**config.mk**
```make
export PLATFORM = sky130hd
export DESIGN_NAME = cmp_timer
export DESIGN_NICKNAME = d
export VERILOG_FILES = /design/src/rtl/tmr_pkg.sv /design/src/rtl/tmr_prescaler.sv /design/src/rtl/tmr_counter.sv /design/src/rtl/tmr_compare.sv /design/src/rtl/cmp_timer.sv
export SDC_FILE = /design/constraint.sdc
export NUM_CORES = 1
export LEC_CHECK = 0
export CAP_MARGIN = 30
export CORE_AREA = 5 5 78 80
export DETAILED_ROUTE_END_ITERATION = 6
export DIE_AREA = 0 0 83 85
export GPL_ROUTABILITY_DRIVEN = 0
export GPL_TIMING_DRIVEN = 0
export MAX_ROUTING_LAYER = met4
export PLACE_DENSITY = 0.77
export SYNTH_ARGS = -nofsm -noshare
export SYNTH_HDL_FRONTEND = slang
export SYNTH_SLANG_ARGS = --single-unit
```
**constraint.sdc**
```tcl
create_clock -name clk -period 2.1 [get_ports clk]
set_clock_uncertainty 0.1 [all_clocks]
set_input_delay 0.21 -clock clk [delete_from_list [all_inputs] [get_ports clk]]
set_output_delay 0.21 -clock clk [all_outputs]
set_load 0.1 [all_outputs]
```
**src/rtl/tmr_pkg.sv**
```systemverilog
package tmr_pkg;

    localparam int ADDR_W   = 3;
    localparam int PSEL_W   = 2;
    localparam int DIV_W    = 4;
    localparam int FLAG_BIT = 4;

    typedef enum logic [ADDR_W-1:0] {
        REG_COUNT = 3'd0,
        REG_CMP   = 3'd1,
        REG_FLAG  = 3'd2,
        REG_MASK  = 3'd3,
        REG_PRESC = 3'd4
    } reg_addr_e;

    typedef struct packed {
        logic      cmp_wr;
        logic      flag_clr;
        logic      mask_wr;
        logic      presc_wr;
    } wr_dec_t;

    // terminal count of the divider for each selector code
    function automatic logic [DIV_W-1:0] presc_limit(input logic [PSEL_W-1:0] sel);
        logic [DIV_W-1:0] lim;
        case (sel)
            2'd0:    lim = 4'd0;
            2'd1:    lim = 4'd3;
            2'd2:    lim = 4'd7;
            default: lim = 4'd15;
        endcase
        return lim;
    endfunction

endpackage

```
**src/rtl/tmr_prescaler.sv**
```systemverilog
module tmr_prescaler
    import tmr_pkg::*;
(
    input  logic              clk,
    input  logic              rst,
    input  logic [PSEL_W-1:0] sel,
    output logic              tick
);

    logic [DIV_W-1:0] div_q;
    logic [DIV_W-1:0] lim;

    always_comb begin
        lim  = presc_limit(sel);
        // >= keeps the divider sane when the selector shrinks mid-count
        tick = (div_q >= lim);
    end

    always_ff @(posedge clk) begin
        if (rst)       div_q <= '0;
        else if (tick) div_q <= '0;
        else           div_q <= div_q + 1'b1;
    end

endmodule

```
**src/rtl/tmr_counter.sv**
```systemverilog
module tmr_counter #(
    parameter int CNT_W = 16
) (
    input  logic             clk,
    input  logic             rst,
    input  logic             tick,
    output logic [CNT_W-1:0] cnt_q,
    output logic [CNT_W-1:0] cnt_nxt
);

    // modular increment: 0xFFFF rolls to 0
    always_comb cnt_nxt = cnt_q + 1'b1;

    always_ff @(posedge clk) begin
        if (rst)       cnt_q <= '0;
        else if (tick) cnt_q <= cnt_nxt;
    end

endmodule

```
**src/rtl/tmr_compare.sv**
```systemverilog
module tmr_compare #(
    parameter int CNT_W = 16
) (
    input  logic             clk,
    input  logic             rst,
    input  logic             tick,
    input  logic [CNT_W-1:0] cnt_nxt,
    input  logic             cmp_wr,
    input  logic [CNT_W-1:0] cmp_wdata,
    input  logic             flag_clr,
    output logic [CNT_W-1:0] cmp_q,
    output logic             flag_q
);

    logic match;

    // match is judged on the value the counter is about to take,
    // against the compare value held before any write in this edge
    always_comb match = tick && (cnt_nxt == cmp_q);

    always_ff @(posedge clk) begin
        if (rst) begin
            cmp_q  <= '1;
            flag_q <= 1'b0;
        end else begin
            if (cmp_wr) cmp_q <= cmp_wdata;
            if (match)         flag_q <= 1'b1;
            else if (flag_clr) flag_q <= 1'b0;
        end
    end

endmodule

```
**src/rtl/cmp_timer.sv**
```systemverilog
module cmp_timer
    import tmr_pkg::*;
#(
    parameter int CNT_W = 16
) (
    input  logic              clk,
    input  logic              rst,
    input  logic              bus_we,
    input  logic [ADDR_W-1:0] bus_addr,
    input  logic [CNT_W-1:0]  bus_wdata,
    output logic [CNT_W-1:0]  bus_rdata,
    output logic              irq
);

    localparam int FLAG_PAD_HI = CNT_W - FLAG_BIT - 1;

    wr_dec_t           dec;
    logic              tick;
    logic [PSEL_W-1:0] psel_q;
    logic              mask_q;
    logic [CNT_W-1:0]  cnt_q;
    logic [CNT_W-1:0]  cnt_nxt;
    logic [CNT_W-1:0]  cmp_q;
    logic              flag_q;

    always_comb begin
        dec          = '0;
        dec.cmp_wr   = bus_we && (bus_addr == REG_CMP);
        dec.flag_clr = bus_we && (bus_addr == REG_FLAG) && bus_wdata[FLAG_BIT];
        dec.mask_wr  = bus_we && (bus_addr == REG_MASK);
        dec.presc_wr = bus_we && (bus_addr == REG_PRESC);
    end

    always_ff @(posedge clk) begin
        if (rst) begin
            psel_q <= '0;
            mask_q <= 1'b0;
        end else begin
            if (dec.presc_wr) psel_q <= bus_wdata[PSEL_W-1:0];
            if (dec.mask_wr)  mask_q <= bus_wdata[FLAG_BIT];
        end
    end

    tmr_prescaler u_presc (
        .clk  (clk),
        .rst  (rst),
        .sel  (psel_q),
        .tick (tick)
    );

    tmr_counter #(.CNT_W(CNT_W)) u_cnt (
        .clk     (clk),
        .rst     (rst),
        .tick    (tick),
        .cnt_q   (cnt_q),
        .cnt_nxt (cnt_nxt)
    );

    tmr_compare #(.CNT_W(CNT_W)) u_cmp (
        .clk       (clk),
        .rst       (rst),
        .tick      (tick),
        .cnt_nxt   (cnt_nxt),
        .cmp_wr    (dec.cmp_wr),
        .cmp_wdata (bus_wdata),
        .flag_clr  (dec.flag_clr),
        .cmp_q     (cmp_q),
        .flag_q    (flag_q)
    );

    always_comb begin
        case (bus_addr)
            REG_COUNT: bus_rdata = cnt_q;
            REG_CMP:   bus_rdata = cmp_q;
            REG_FLAG:  bus_rdata = {{FLAG_PAD_HI{1'b0}}, flag_q, {FLAG_BIT{1'b0}}};
            REG_MASK:  bus_rdata = {{FLAG_PAD_HI{1'b0}}, mask_q, {FLAG_BIT{1'b0}}};
            REG_PRESC: bus_rdata = {{(CNT_W-PSEL_W){1'b0}}, psel_q};
            default:   bus_rdata = '0;
        endcase
    end

    always_comb irq = flag_q & mask_q;

endmodule

```
==> impl_metrics.csv <==
group,metric,value,unit
power,power_frac_clock,29.4,%
setup_path,crit_chain,"clkdlybuf4s50_1 -> buf_4 -> buf_8 -> mux2i_2 -> nor2_4 -> buf_4",
power,cellPowerDensity,533,mW/mm^2
setup_path,max_stage_delay,0.52,ns
synth,synth_top_family_by_area,"simple AND/OR/NAND/NOR gates",
sta,slew_headroom,37.1,%
synth,syn-num-nets,339,
sta,fmax,489,MHz
detailed_routing,vias,2337,
setup_path,cp.depth,6,
synth,synth-simple-area-share,32.5,%
placement,dp_hpwl,4610,um
clock_network,clk_latency,0.29,ns
final_layout,layout.nets,389,
die,die_w,83,um
synth,synth_xor_area_share,11.9,%
placement,portBuffers,38,
flow_run,cap_violations,0,
power,vdd_drop_max,0.000303,V
clock_network,cts.path.max_buffers,2,
setup_path,worst_setup_path_start_kind,"primary input",
outcome,status,"completed",
power,switching_share,32.0,%
clock_network,cts_buffers,5,
clock_network,clk_pin_slew,0.09,ns
clock_network,cts_root_buffer,"clkbuf_8",
detailed_routing,viasPerCell,5.38,
final_layout,antenna-diode-count,0,
setup_path,cp-end-kind,"output port",
die,dieArea,0.00706,mm^2
sta,timing.hold.ws,0.371,ns
sta,tightest_slew,0.948,ns
setup_path,critical_path_class,"primary input to output port",
clock_network,hold_buffers,0,
final_layout,area_growth,30.3,%
grt,antenna_found_initial,0,
detailed_routing,drc,0,
synth,yosysWarnings,0,
die,die_y,85,um
synth,synth-seq-area-share,32.1,%
detailed_routing,drtIter0Drc,126,
worst_hold_path,hold-path-cell-count,2,
setup_path,worst_r2r_path_depth,10,
synth,synthAdderAreaFrac,3.01,%
sta,period_share,97.3,%
grt,grt_pass1_vias,2306,
sta,final-hold-violation-count,0,
clock_network,htree_levels,2,
synth,syn_area,0.00250,mm^2
setup_path,critPathBufInv,4,
die,pin_count,39,
grt,grt_pass1_wl,10700,um
synth,syn_avg_cell_area,8.03,um^2
synth,muxShareOfSynthArea,8.52,%
detailed_routing,firstDrtPassIters,4,
grt,grt_max_degree,14,
synth,yosys_register_bits,40,
clock_network,cts_num_sinks,40,
power,power_switching,0.000554,W
final_layout,fill_cells,506,
sta,slew_viol_final,0,
synth,synth-compound-area-share,7.17,%
sta,post-route-min-period,2.04,ns
setup_path,slowest_stage,"clkdlybuf4s50_1",
power,power_frac_comb,23.7,%
power,leakagePower,1.31,nW
detailed_routing,ant_nets,0,
detailed_routing,routed_wirelength,6430,um
grt,grt_overflow,0,
setup_path,crit_top_cell,"buf_4",
die,start_util,46.8,%
power,power.total,0.00173,W
clock_network,cts_tree,"yes",
setup_path,worstPathMaxFanout,10,
synth,synthDistinctLibCells,47,
grt,grt_usage,18.7,%
sta,finalSetupViolCount,0,
worst_hold_path,worst_hold_path_type,"flop to flop",
die,row_count,27,
sta,grt_setup_unrepaired,"no",
setup_path,cp.required,1.79,ns
setup_path,arrival,1.73,ns
synth,synthCells,311,
final_layout,drive_gt1_share,21.0,%
final_layout,utilization,60.9,%
power,intPower,0.00118,W
detailed_routing,wire_per_inst,14.8,um
die,core,0.00534,mm^2
power,seqPwrFrac,46.9,%
setup_path,cpLargestDelayFamily,"buffers and inverters",
==> metrics by stage <==
stage                     std cells  instance area [um^2]  setup slack, ns  setup TNS (ns)
after global routing            434                  3250          0.00420               0
after CTS                       435                  3230          0.00720               0
after global placement          421                  3030            -1.35          -22.18
after floorplan                 311                  2560           -0.466           -1.46
final                           434                  3250           0.0569               0
after detailed placement        422                  3040            -1.37          -22.93
==> layout by cell type, fill, tap and decap left out, drive strengths merged, types with 2 or more instances in the layout <==
cell type,instances
buf,29
nand2,46
a21oi,8
nor3b,2
nand3,13
nor3,5
dfxtp,40
ha,6
and3,6
xor2,18
xnor2,16
clkbuf,16
nand2b,3
mux2i,19
o31ai,3
nor2b,2
nand3b,19
dlygate4sd2,3
clkinv,3
or2,2
nor2,42
a31oi,2
clkdlybuf4s50,19
nand4,11
o21ai,6
inv,8
==> registers in the layout (all words and copies together), names as in the netlist <==
register and flops:
u_cmp.cmp_q 16, u_cnt.cnt_q 16, u_presc.div_q 4, psel_q 2, mask_q 1, u_cmp.flag_q 1
==> cells in the mapped netlist, drive strengths merged <==
cell type / instances / area (um^2)
a221o: 1 / 10.0
a32oi: 1 / 8.76
nand3b: 19 / 143
a21oi: 8 / 40.0
a31oi: 2 / 12.5
and3b: 1 / 8.76
clkbuf: 12 / 45.0
nand2: 46 / 175
ha: 6 / 75.1
xnor2: 16 / 140
nor2b: 2 / 12.5
o41ai: 1 / 8.76
or4: 1 / 7.51
xor2: 18 / 158
a21o: 1 / 7.51
nor3: 5 / 30.0
and4: 1 / 8.76
dfxtp: 40 / 801
a41o: 1 / 10.0
nand4b: 1 / 8.76
nor4: 1 / 6.26
nand2b: 3 / 18.8
o311a: 1 / 10.0
inv: 8 / 30.0
nand3: 13 / 77.6
mux2i: 19 / 190
o31ai: 3 / 27.5
nand4: 11 / 83.8
o21ai: 6 / 30.0
buf: 7 / 43.8
nor3b: 2 / 15.0
nor2: 42 / 160
o22ai: 1 / 6.26
mux4: 1 / 22.5
or2: 2 / 12.5
and3: 6 / 37.5
a211oi: 1 / 7.51
and2: 1 / 6.26
==> final timing paths <==
kind                    start              end  slack, ns
setup / recovery  bus_addr[0]     bus_rdata[7]       0.06
setup reg to reg    psel_q[0]  u_cnt.cnt_q[14]       0.08
hold reg to reg        mask_q           mask_q       0.37
hold / removal         mask_q           mask_q       0.37
==> tightest hold or removal path: stages, from the launching register on <==
cell and delay (ns):
dfxtp_1 0.32, nand2_1 0.05, a21oi_1 0.05
==> power by group through the flow <==
stage	logic [W]	clock network [W]	registers, W
floorplan	0.000266	0	0.000817
global placement	0.000370	0	0.000823
detailed placement	0.000379	0	0.000824
CTS	0.000405	0.000518	0.000808
global route	0.000438	0.000560	0.000816
finish	0.000411	0.000509	0.000812
==> routing by layer <==
layer / track usage (%) / share of wire (%)
met1: 23.0 / 46
met2: 31.3 / 49
met3: 3.11 / 3.5
met4: 6.09 / 2.1
met5: - / 0
==> layout make-up <==
type                    instances  area [um^2]  share of cell area [%]
clock buffers                   5         68.8                    2.12
multi-input cells             244         1710                    52.7
plain buffers                  19          118                    3.62
clock inverters                 3         18.8                   0.577
inverters                       8         30.0                   0.923
well taps                      72         90.1                    2.77
repair buffers                 43          407                    12.5
flip-flops and latches         40          808                    24.8
==> logic make-up after synthesis <==
family | Yosys count
XOR/XNOR | 34
AO/OA/AOI/OAI | 27
AND/OR/NAND/NOR | 157
adder cells (fa/ha/maj) | 6
multiplexers | 20
flip-flops | 40
buffers and inverters | 27
==> repair_timing <==
action                                 CTS  global route
cloned                                   1             0
resized for setup                      117            17
endpoints found under the hold margin    0             0
setup buffers                            4             0
setup endpoints to repair               37            19
pin swaps                                2             5
(Power assumes the default switching activity.)
